File: src/rtl/intx_pkg.sv
package intx_pkg;
   localparam int REG_W      = 32;
   localparam int LINES      = 4;
   localparam int STAT_LSB   = 28;
   localparam int MASK_LSB   = 22;
   localparam int STAT_BYTE  = STAT_LSB / 8;
   localparam int BYTES      = REG_W / 8;
   // plain read/write storage: 27:16, 14:8, 3:0
   localparam logic [REG_W-1:0] RW_BITS = 32'h0FFF_7F0F;
endpackage

File: src/rtl/intx_sync.sv
module intx_sync #(
   parameter int WIDTH  = 4,
   parameter int STAGES = 2
) (
   input  logic             clk,
   input  logic             rst_n,
   input  logic [WIDTH-1:0] d_in,
   output logic [WIDTH-1:0] d_out
);
   if (STAGES < 2) begin : g_bad_stages
      $error("intx_sync: STAGES must be at least 2");
   end

   logic [WIDTH-1:0] chain [STAGES];

   for (genvar s = 0; s < STAGES; s++) begin : g_stage
      always_ff @(posedge clk) begin
         if (!rst_n)      chain[s] <= '0;
         else if (s == 0) chain[s] <= d_in;
         else             chain[s] <= chain[(s == 0) ? 0 : s-1];
      end
   end

   assign d_out = chain[STAGES-1];
endmodule

File: src/rtl/intx_line.sv
module intx_line (
   input  logic clk,
   input  logic rst_n,
   input  logic line_sync,
   input  logic ack,
   input  logic enable,
   output logic status,
   output logic pend
);
   always_ff @(posedge clk) begin
      if (!rst_n) status <= 1'b0;
      else        status <= line_sync | (status & ~ack);
   end

   assign pend = status & enable;

   assert_hold_R2: assert property (@(posedge clk) disable iff (!rst_n)
      status && !ack |=> status);
   assert_input_wins_R4: assert property (@(posedge clk) disable iff (!rst_n)
      line_sync |=> status);
   assert_ack_clears_R3: assert property (@(posedge clk) disable iff (!rst_n)
      status && ack && !line_sync |=> !status);
endmodule

File: src/rtl/intx_store.sv
module intx_store
   import intx_pkg::*;
#(
   parameter int               WIDTH = REG_W,
   parameter logic [WIDTH-1:0] KEEP  = RW_BITS
) (
   input  logic               clk,
   input  logic               rst_n,
   input  logic               wr,
   input  logic [WIDTH/8-1:0] wstrb,
   input  logic [WIDTH-1:0]   wdata,
   output logic [WIDTH-1:0]   q
);
   if (WIDTH % 8 != 0) begin : g_bad_width
      $error("intx_store: WIDTH must be a multiple of 8");
   end

   for (genvar b = 0; b < WIDTH; b++) begin : g_bit
      if (KEEP[b]) begin : g_rw
         logic bit_q;
         always_ff @(posedge clk) begin
            if (!rst_n)                bit_q <= 1'b0;
            else if (wr && wstrb[b/8]) bit_q <= wdata[b];
         end
         assign q[b] = bit_q;
      end else begin : g_zero
         assign q[b] = 1'b0;
      end
   end

   assert_stable_R7: assert property (@(posedge clk) disable iff (!rst_n)
      !wr |=> $stable(q));
endmodule

File: src/rtl/intx_irq_ctrl.sv
module intx_irq_ctrl
   import intx_pkg::*;
#(
   parameter int SYNC_STAGES = 2
) (
   input  logic             clk,
   input  logic             rst_n,
   input  logic [LINES-1:0] intx_in,
   input  logic             reg_wr,
   input  logic [BYTES-1:0] reg_wstrb,
   input  logic [REG_W-1:0] reg_wdata,
   output logic [REG_W-1:0] reg_rdata,
   output logic             irq_out
);
   if (STAT_LSB + LINES > REG_W || MASK_LSB + LINES > STAT_LSB) begin : g_bad_map
      $error("intx_irq_ctrl: field layout does not fit");
   end

   logic [LINES-1:0] line_sync;
   logic [LINES-1:0] status;
   logic [LINES-1:0] pend;
   logic [LINES-1:0] ack;
   logic [REG_W-1:0] store_q;

   intx_sync #(.WIDTH(LINES), .STAGES(SYNC_STAGES)) i_sync (
      .clk(clk), .rst_n(rst_n), .d_in(intx_in), .d_out(line_sync));

   intx_store #(.WIDTH(REG_W), .KEEP(RW_BITS)) i_store (
      .clk(clk), .rst_n(rst_n), .wr(reg_wr), .wstrb(reg_wstrb),
      .wdata(reg_wdata), .q(store_q));

   for (genvar i = 0; i < LINES; i++) begin : g_line
      assign ack[i] = reg_wr & reg_wstrb[STAT_BYTE] & reg_wdata[STAT_LSB+i];
      intx_line i_line (
         .clk(clk), .rst_n(rst_n), .line_sync(line_sync[i]), .ack(ack[i]),
         .enable(store_q[MASK_LSB+i]), .status(status[i]), .pend(pend[i]));
   end

   always_ff @(posedge clk) begin
      if (!rst_n) irq_out <= 1'b0;
      else        irq_out <= |pend;
   end

   always_comb begin
      reg_rdata = store_q;
      reg_rdata[STAT_LSB +: LINES] = status;
   end

   assert_irq_on_R6: assert property (@(posedge clk) disable iff (!rst_n)
      (|(status & reg_rdata[MASK_LSB +: LINES])) |=> irq_out);
   assert_irq_off_R6: assert property (@(posedge clk) disable iff (!rst_n)
      !(|(status & reg_rdata[MASK_LSB +: LINES])) |=> !irq_out);
endmodule

File: config.mk
export PLATFORM = sky130hd
export DESIGN_NAME = intx_irq_ctrl
export DESIGN_NICKNAME = d
export VERILOG_FILES = /design/src/rtl/intx_pkg.sv /design/src/rtl/intx_sync.sv /design/src/rtl/intx_line.sv /design/src/rtl/intx_store.sv /design/src/rtl/intx_irq_ctrl.sv
export SDC_FILE = /design/constraint.sdc
export NUM_CORES = 1
export LEC_CHECK = 0
export ABC_AREA = 1
export BUFFER_PORTS_ARGS = -buffer_cell sky130_fd_sc_hd__buf_2
export CORE_MARGIN = 8
export CORE_UTILIZATION = 48
export DETAILED_ROUTE_END_ITERATION = 8
export GPL_TIMING_DRIVEN = 0
export PLACE_DENSITY = 0.91
export SLEW_MARGIN = 25
export SYNTH_ARGS = -nofsm -noshare
export SYNTH_HDL_FRONTEND = slang
export SYNTH_SLANG_ARGS = --single-unit
File: constraint.sdc
create_clock -name clk -period 1.8 [get_ports clk]
set_clock_uncertainty 0.05 [all_clocks]
set_input_delay 0.09 -clock clk [delete_from_list [all_inputs] [get_ports clk]]
set_output_delay 0.09 -clock clk [all_outputs]
set_load 0.01 [all_outputs]
== Word-level counts from Yosys, hierarchy flattened ==
Memories as Yosys holds them, arrays and structs flattened.
Cells that the tools add are included.

* Output and inout bits: 33
* Latch bits: 0
* Bits of input ports: 43
* Register bits: 28
* RAM bits: 8
* Memories kept: 1
* ROM bits: 0

* $lt $le $gt $ge: 0
* Muxes and demuxes: 4
* Bitwise operators: 23
* Div/mod/pow operators: 0
* Shifts and indexed selects: 0
* Reduce and logical (&&, ||, !) cells: 5
* Multiply operators: 0
* $add $sub $neg: 0
* Eq/ne operators: 0

{| class="wikitable"
|+ Memory list
! memory !! words !! width !! rd ports !! clocked after memory_dff !! wr ports !! RTL line !! source
|-
| i_sync.chain || 2 || 4 || 2 || 0 || 2 || intx_sync.sv:14 || <nowiki>logic [WIDTH-1:0] chain [STAGES];</nowiki>
|}

{| class="wikitable"
|+ Operators by type and width
! operator !! count
|-
| $and A1 B1 Y1 || 13
|-
| $mux W4 || 2
|-
| $or A1 B1 Y1 || 6
|-
| $logic_and A1 B1 Y1 || 4
|-
| $not A1 Y1 || 4
|-
| $reduce_or A4 Y1 || 1
|-
| $mux W1 || 2
|}

== Depth between registers and ports, before layout ==
* Depth in word-level cells: 5
* Gate-level depth with buffers: 5
* Depth with buffers taken out: 4

== Hierarchy ==
A second synthesis with hierarchy kept.

* Cell total of the unflattened synthesis: 250
* Area total of the unflattened synthesis: 1679.1 um^2

{| class="wikitable"
|+ By module, submodules not included
! module !! cells each !! seq. area each (um^2) !! times used !! area each (um^2)
|-
| intx_store || 179 || 460.4 || 1 || 1176.1
|-
| intx_sync || 25 || 160.2 || 1 || 225.2
|-
| intx_line || 8 || 20.0 || 4 || 51.3
|-
| intx_irq_ctrl || 14 || 20.0 || 1 || 72.6
|}

== Worst setup path after synthesis ==
Ideal clock, no wire load.

* Path type: register to register
* From: reg g_line[2].i_line.status
* To: reg irq_out
* Period minus slack after synthesis: 683 ps
* Setup slack: 1117 ps
* Data arrival time: 517 ps
* Buffers on the path: 0
* Required time: 1634 ps
* Stages on the path, launching flop included: 5
* Cell sequence: dfxtp_1 -> nand2_1 -> nand2_1 -> nor2_1 -> nor2_1

* Cells in the longest elaborated chain, start to end: 2

{| class="wikitable"
|+ RTL lines
! item !! RTL line !! source
|-
| start: declaration || intx_line.sv:7 || <nowiki>output logic status,</nowiki>
|-
| start signal: assignment || intx_line.sv:12 || <nowiki>else status <= line_sync | (status & ~ack);</nowiki>
|-
| $and A1 B1 Y1 || intx_line.sv:15 || <nowiki>assign pend = status & enable;</nowiki>
|-
| $reduce_or A4 Y1 || intx_irq_ctrl.sv:41 || <nowiki>else irq_out <= |pend;</nowiki>
|-
| end signal: assignment || intx_irq_ctrl.sv:41 ||
|-
| end: declaration || intx_irq_ctrl.sv:13 || <nowiki>output logic irq_out</nowiki>
|}

Every way passes these cells.
A chain may end at the register's enable or synchronous reset.

==> results.cfg <==
[run_status]
status = finished clean

[detailed_routing]
initialDrtViolationCount = 54
first_pass_iters = 4
wl_per_cell_um = 11.6
vias = 1451
ant_nets = 0
viasPerCell = 4.38
wirelength_um = 3830
drc = 0

[final_layout]
area_delta_synth_final_pct = 51.3
n_antenna_cell = 0
final_common_cell = buf_2
regArea_sq_um = 721
num-fill-cells = 239
layout_common_cells = buf_2, nor2_1, dfxtp_1, buf_4, dlygate4sd3_1
drive_above_1_share_pct = 38.9
fin_nets = 340
multiInputGateArea_sq_um = 457

[critical_path]
startpoint = reg_wdata[22]
r2r_slack_ns = 1.05
crit_type = input port to flop
r2r-end = irq_out$_SDFF_PN0_
crit_required_ns = 1.98
path_max_fanout = 1
arrival_ns = 1.52
start_kind = input port
end_kind = flop
rr_worst_depth = 4
rr_startpoint = g_line[2].i_line.status$_SDFF_PN0_

[yosys]
ys_seq_elements = 36
yosys_warnings = 0
avgSynthCellArea_sq_um = 7.83
synthTopCellsByArea = dfxtp_1, buf_4, nor2_1, o21ai_0, nand2_1
synth_top_area_share_pct = 48.2
ys_seq_area_share_pct = 48.2
synth_cell_types = 17
netlist_instances = 191
netlist_area_sq_mm = 0.00150
yosys.area.top_type = dfxtp_1

[job]
drv_cap = 0

[die]
fp-row-count = 20
dieHeight_um = 71.8
top_level_ports = 76
start_util_pct = 49.8
coreArea_sq_mm = 0.00300
dieArea_sq_mm = 0.00516
chipWidth_um = 71.8

[clocking]
cts-resized-gates = 0
clockBufferDepth = 2
post_cts_buffers = 0
cts_max_level = 2
cts_buffers = 5
cts_tree = yes
root_buffer = clkbuf_4
postCtsHoldBufs = 31
clk_pin_slew_ns = 0.11
cts.sinks = 36
clock_latency_ns = 0.33

[timing]
rsz0062_at_grt = no
hold_viol = 0
final_min_period_over_clock_period_pct = 74.3
timing.final.ws_setup_ns = 0.462
holdWs_ns = 0.00936
max_clock_freq_mhz = 747
fin_setup_tns_ns = 0
final_max_slew_viol_count = 0
min_period_ns = 1.34
finalSetupViolations = 0

[power]
switching_share_pct = 24.1
p_leak_nw = 1.23
power.switching_mw = 0.418
comb_power_share_pct = 18.6
clockPowerShare_pct = 31.5
p_total_mw = 1.74
power-per-cell-area_mw_per_mm2 = 768
ir_drop_v = 0.000652
intPower_mw = 1.32
p_seq_share_pct = 49.9

[placement]
gp_congestion = 0.716
hpwl_um = 2570
dp_worst_setup_slack_ns = 1.03
io_buffer_count = 64

[hold_path]
holdPathEnd = g_line[1].i_line.status$_SDFF_PN0_
worst_hold_path_type = input port to flop
hold_depth = 4
hp-start = reg_wdata[29]

[global_route]
grt_overflow = 0
antenna_found_initial = 0
grt_use_total_pct = 15.1
first_global_vias = 1495
grt_pass1_wl_um = 6110
grt_max_degree = 13
-- power groups by stage --
stage / registers [mW] / clock network, mW / logic (mW)
floorplan: 0.881 / 0 / 0.173
global placement: 0.884 / 0 / 0.262
detailed placement: 0.886 / 0 / 0.268
CTS: 0.868 / 0.562 / 0.320
global route: 0.873 / 0.600 / 0.357
finish: 0.868 / 0.547 / 0.322
-- stage by stage --
step | cell area, sq um | util [%] | instances
finish | 2260 | 75.4 | 331
CTS | 2260 | 75.4 | 331
detailed placement | 1870 | 62.4 | 292
global placement | 1870 | 62.4 | 292
floorplan | 1510 | - | 195
global route | 2260 | 75.4 | 331
-- registers in the layout, summed over array words and instances, names as in the netlist --
| register | count |
|---|---|
| i_store.g_bit.g_rw.bit_q | 23 |
| g_line.i_line.status | 4 |
| irq_out | 1 |
| i_sync.chain | 8 |
-- metal layers --
metal,wire [um],track usage [%],up-vias
li1,-,-,761
met1,1350,13.1,615
met2,2030,28.1,55
met3,260,5.44,20
met4,194,9.98,0
met5,0,0,-
-- critical path, stage by stage --
cell	delay [ns]
dlygate4sd3_1	0.54
buf_2	0.12
o21ai_0	0.16
dlygate4sd3_1	0.57
nor2_1	0.04
-- cells by family after synthesis --
group	Yosys count	share of synthesized area, %
DFF	36	48.2
other	1	0.251
AOI/OAI and AO/OA	27	9.03
and+or+nand+nor	74	20.2
buffers and inverters	53	22.3
-- area by class of cell --
class,count,area share (%)
plain buffers,36,11.8
clock buffers,5,1.66
clock inverters,3,1.88
inverters,17,2.99
multi-input cells,106,20.2
flip-flops and latches,36,31.8
well taps,33,1.82
repair buffers,95,27.9
-- cells in the mapped netlist (all sizes together) --
library cell and count:
inv 16, nor2 48, a21oi 4, nand3 4
dfxtp 36, o21ai 23, clkinv 1, nand2 22
buf 36, conb 1
-- how the worst max path moves through the flow --
stage | depth (start not counted) | to | slack (ns)
finish | 5 | i_store.g_bit[22].g_rw.bit_q$_SDFFE_PN0P_ | 0.46
global route | 5 | i_store.g_bit[22].g_rw.bit_q$_SDFFE_PN0P_ | 0.41
CTS | 5 | i_store.g_bit[22].g_rw.bit_q$_SDFFE_PN0P_ | 0.54
detailed placement | 4 | i_store.g_bit[12].g_rw.bit_q$_SDFFE_PN0P_ | 1.03
global placement | 5 | i_store.g_bit[13].g_rw.bit_q$_SDFFE_PN0P_ | 1.05
floorplan | 4 | irq_out$_SDFF_PN0_ | 1.12
(Power assumes the default switching activity.)
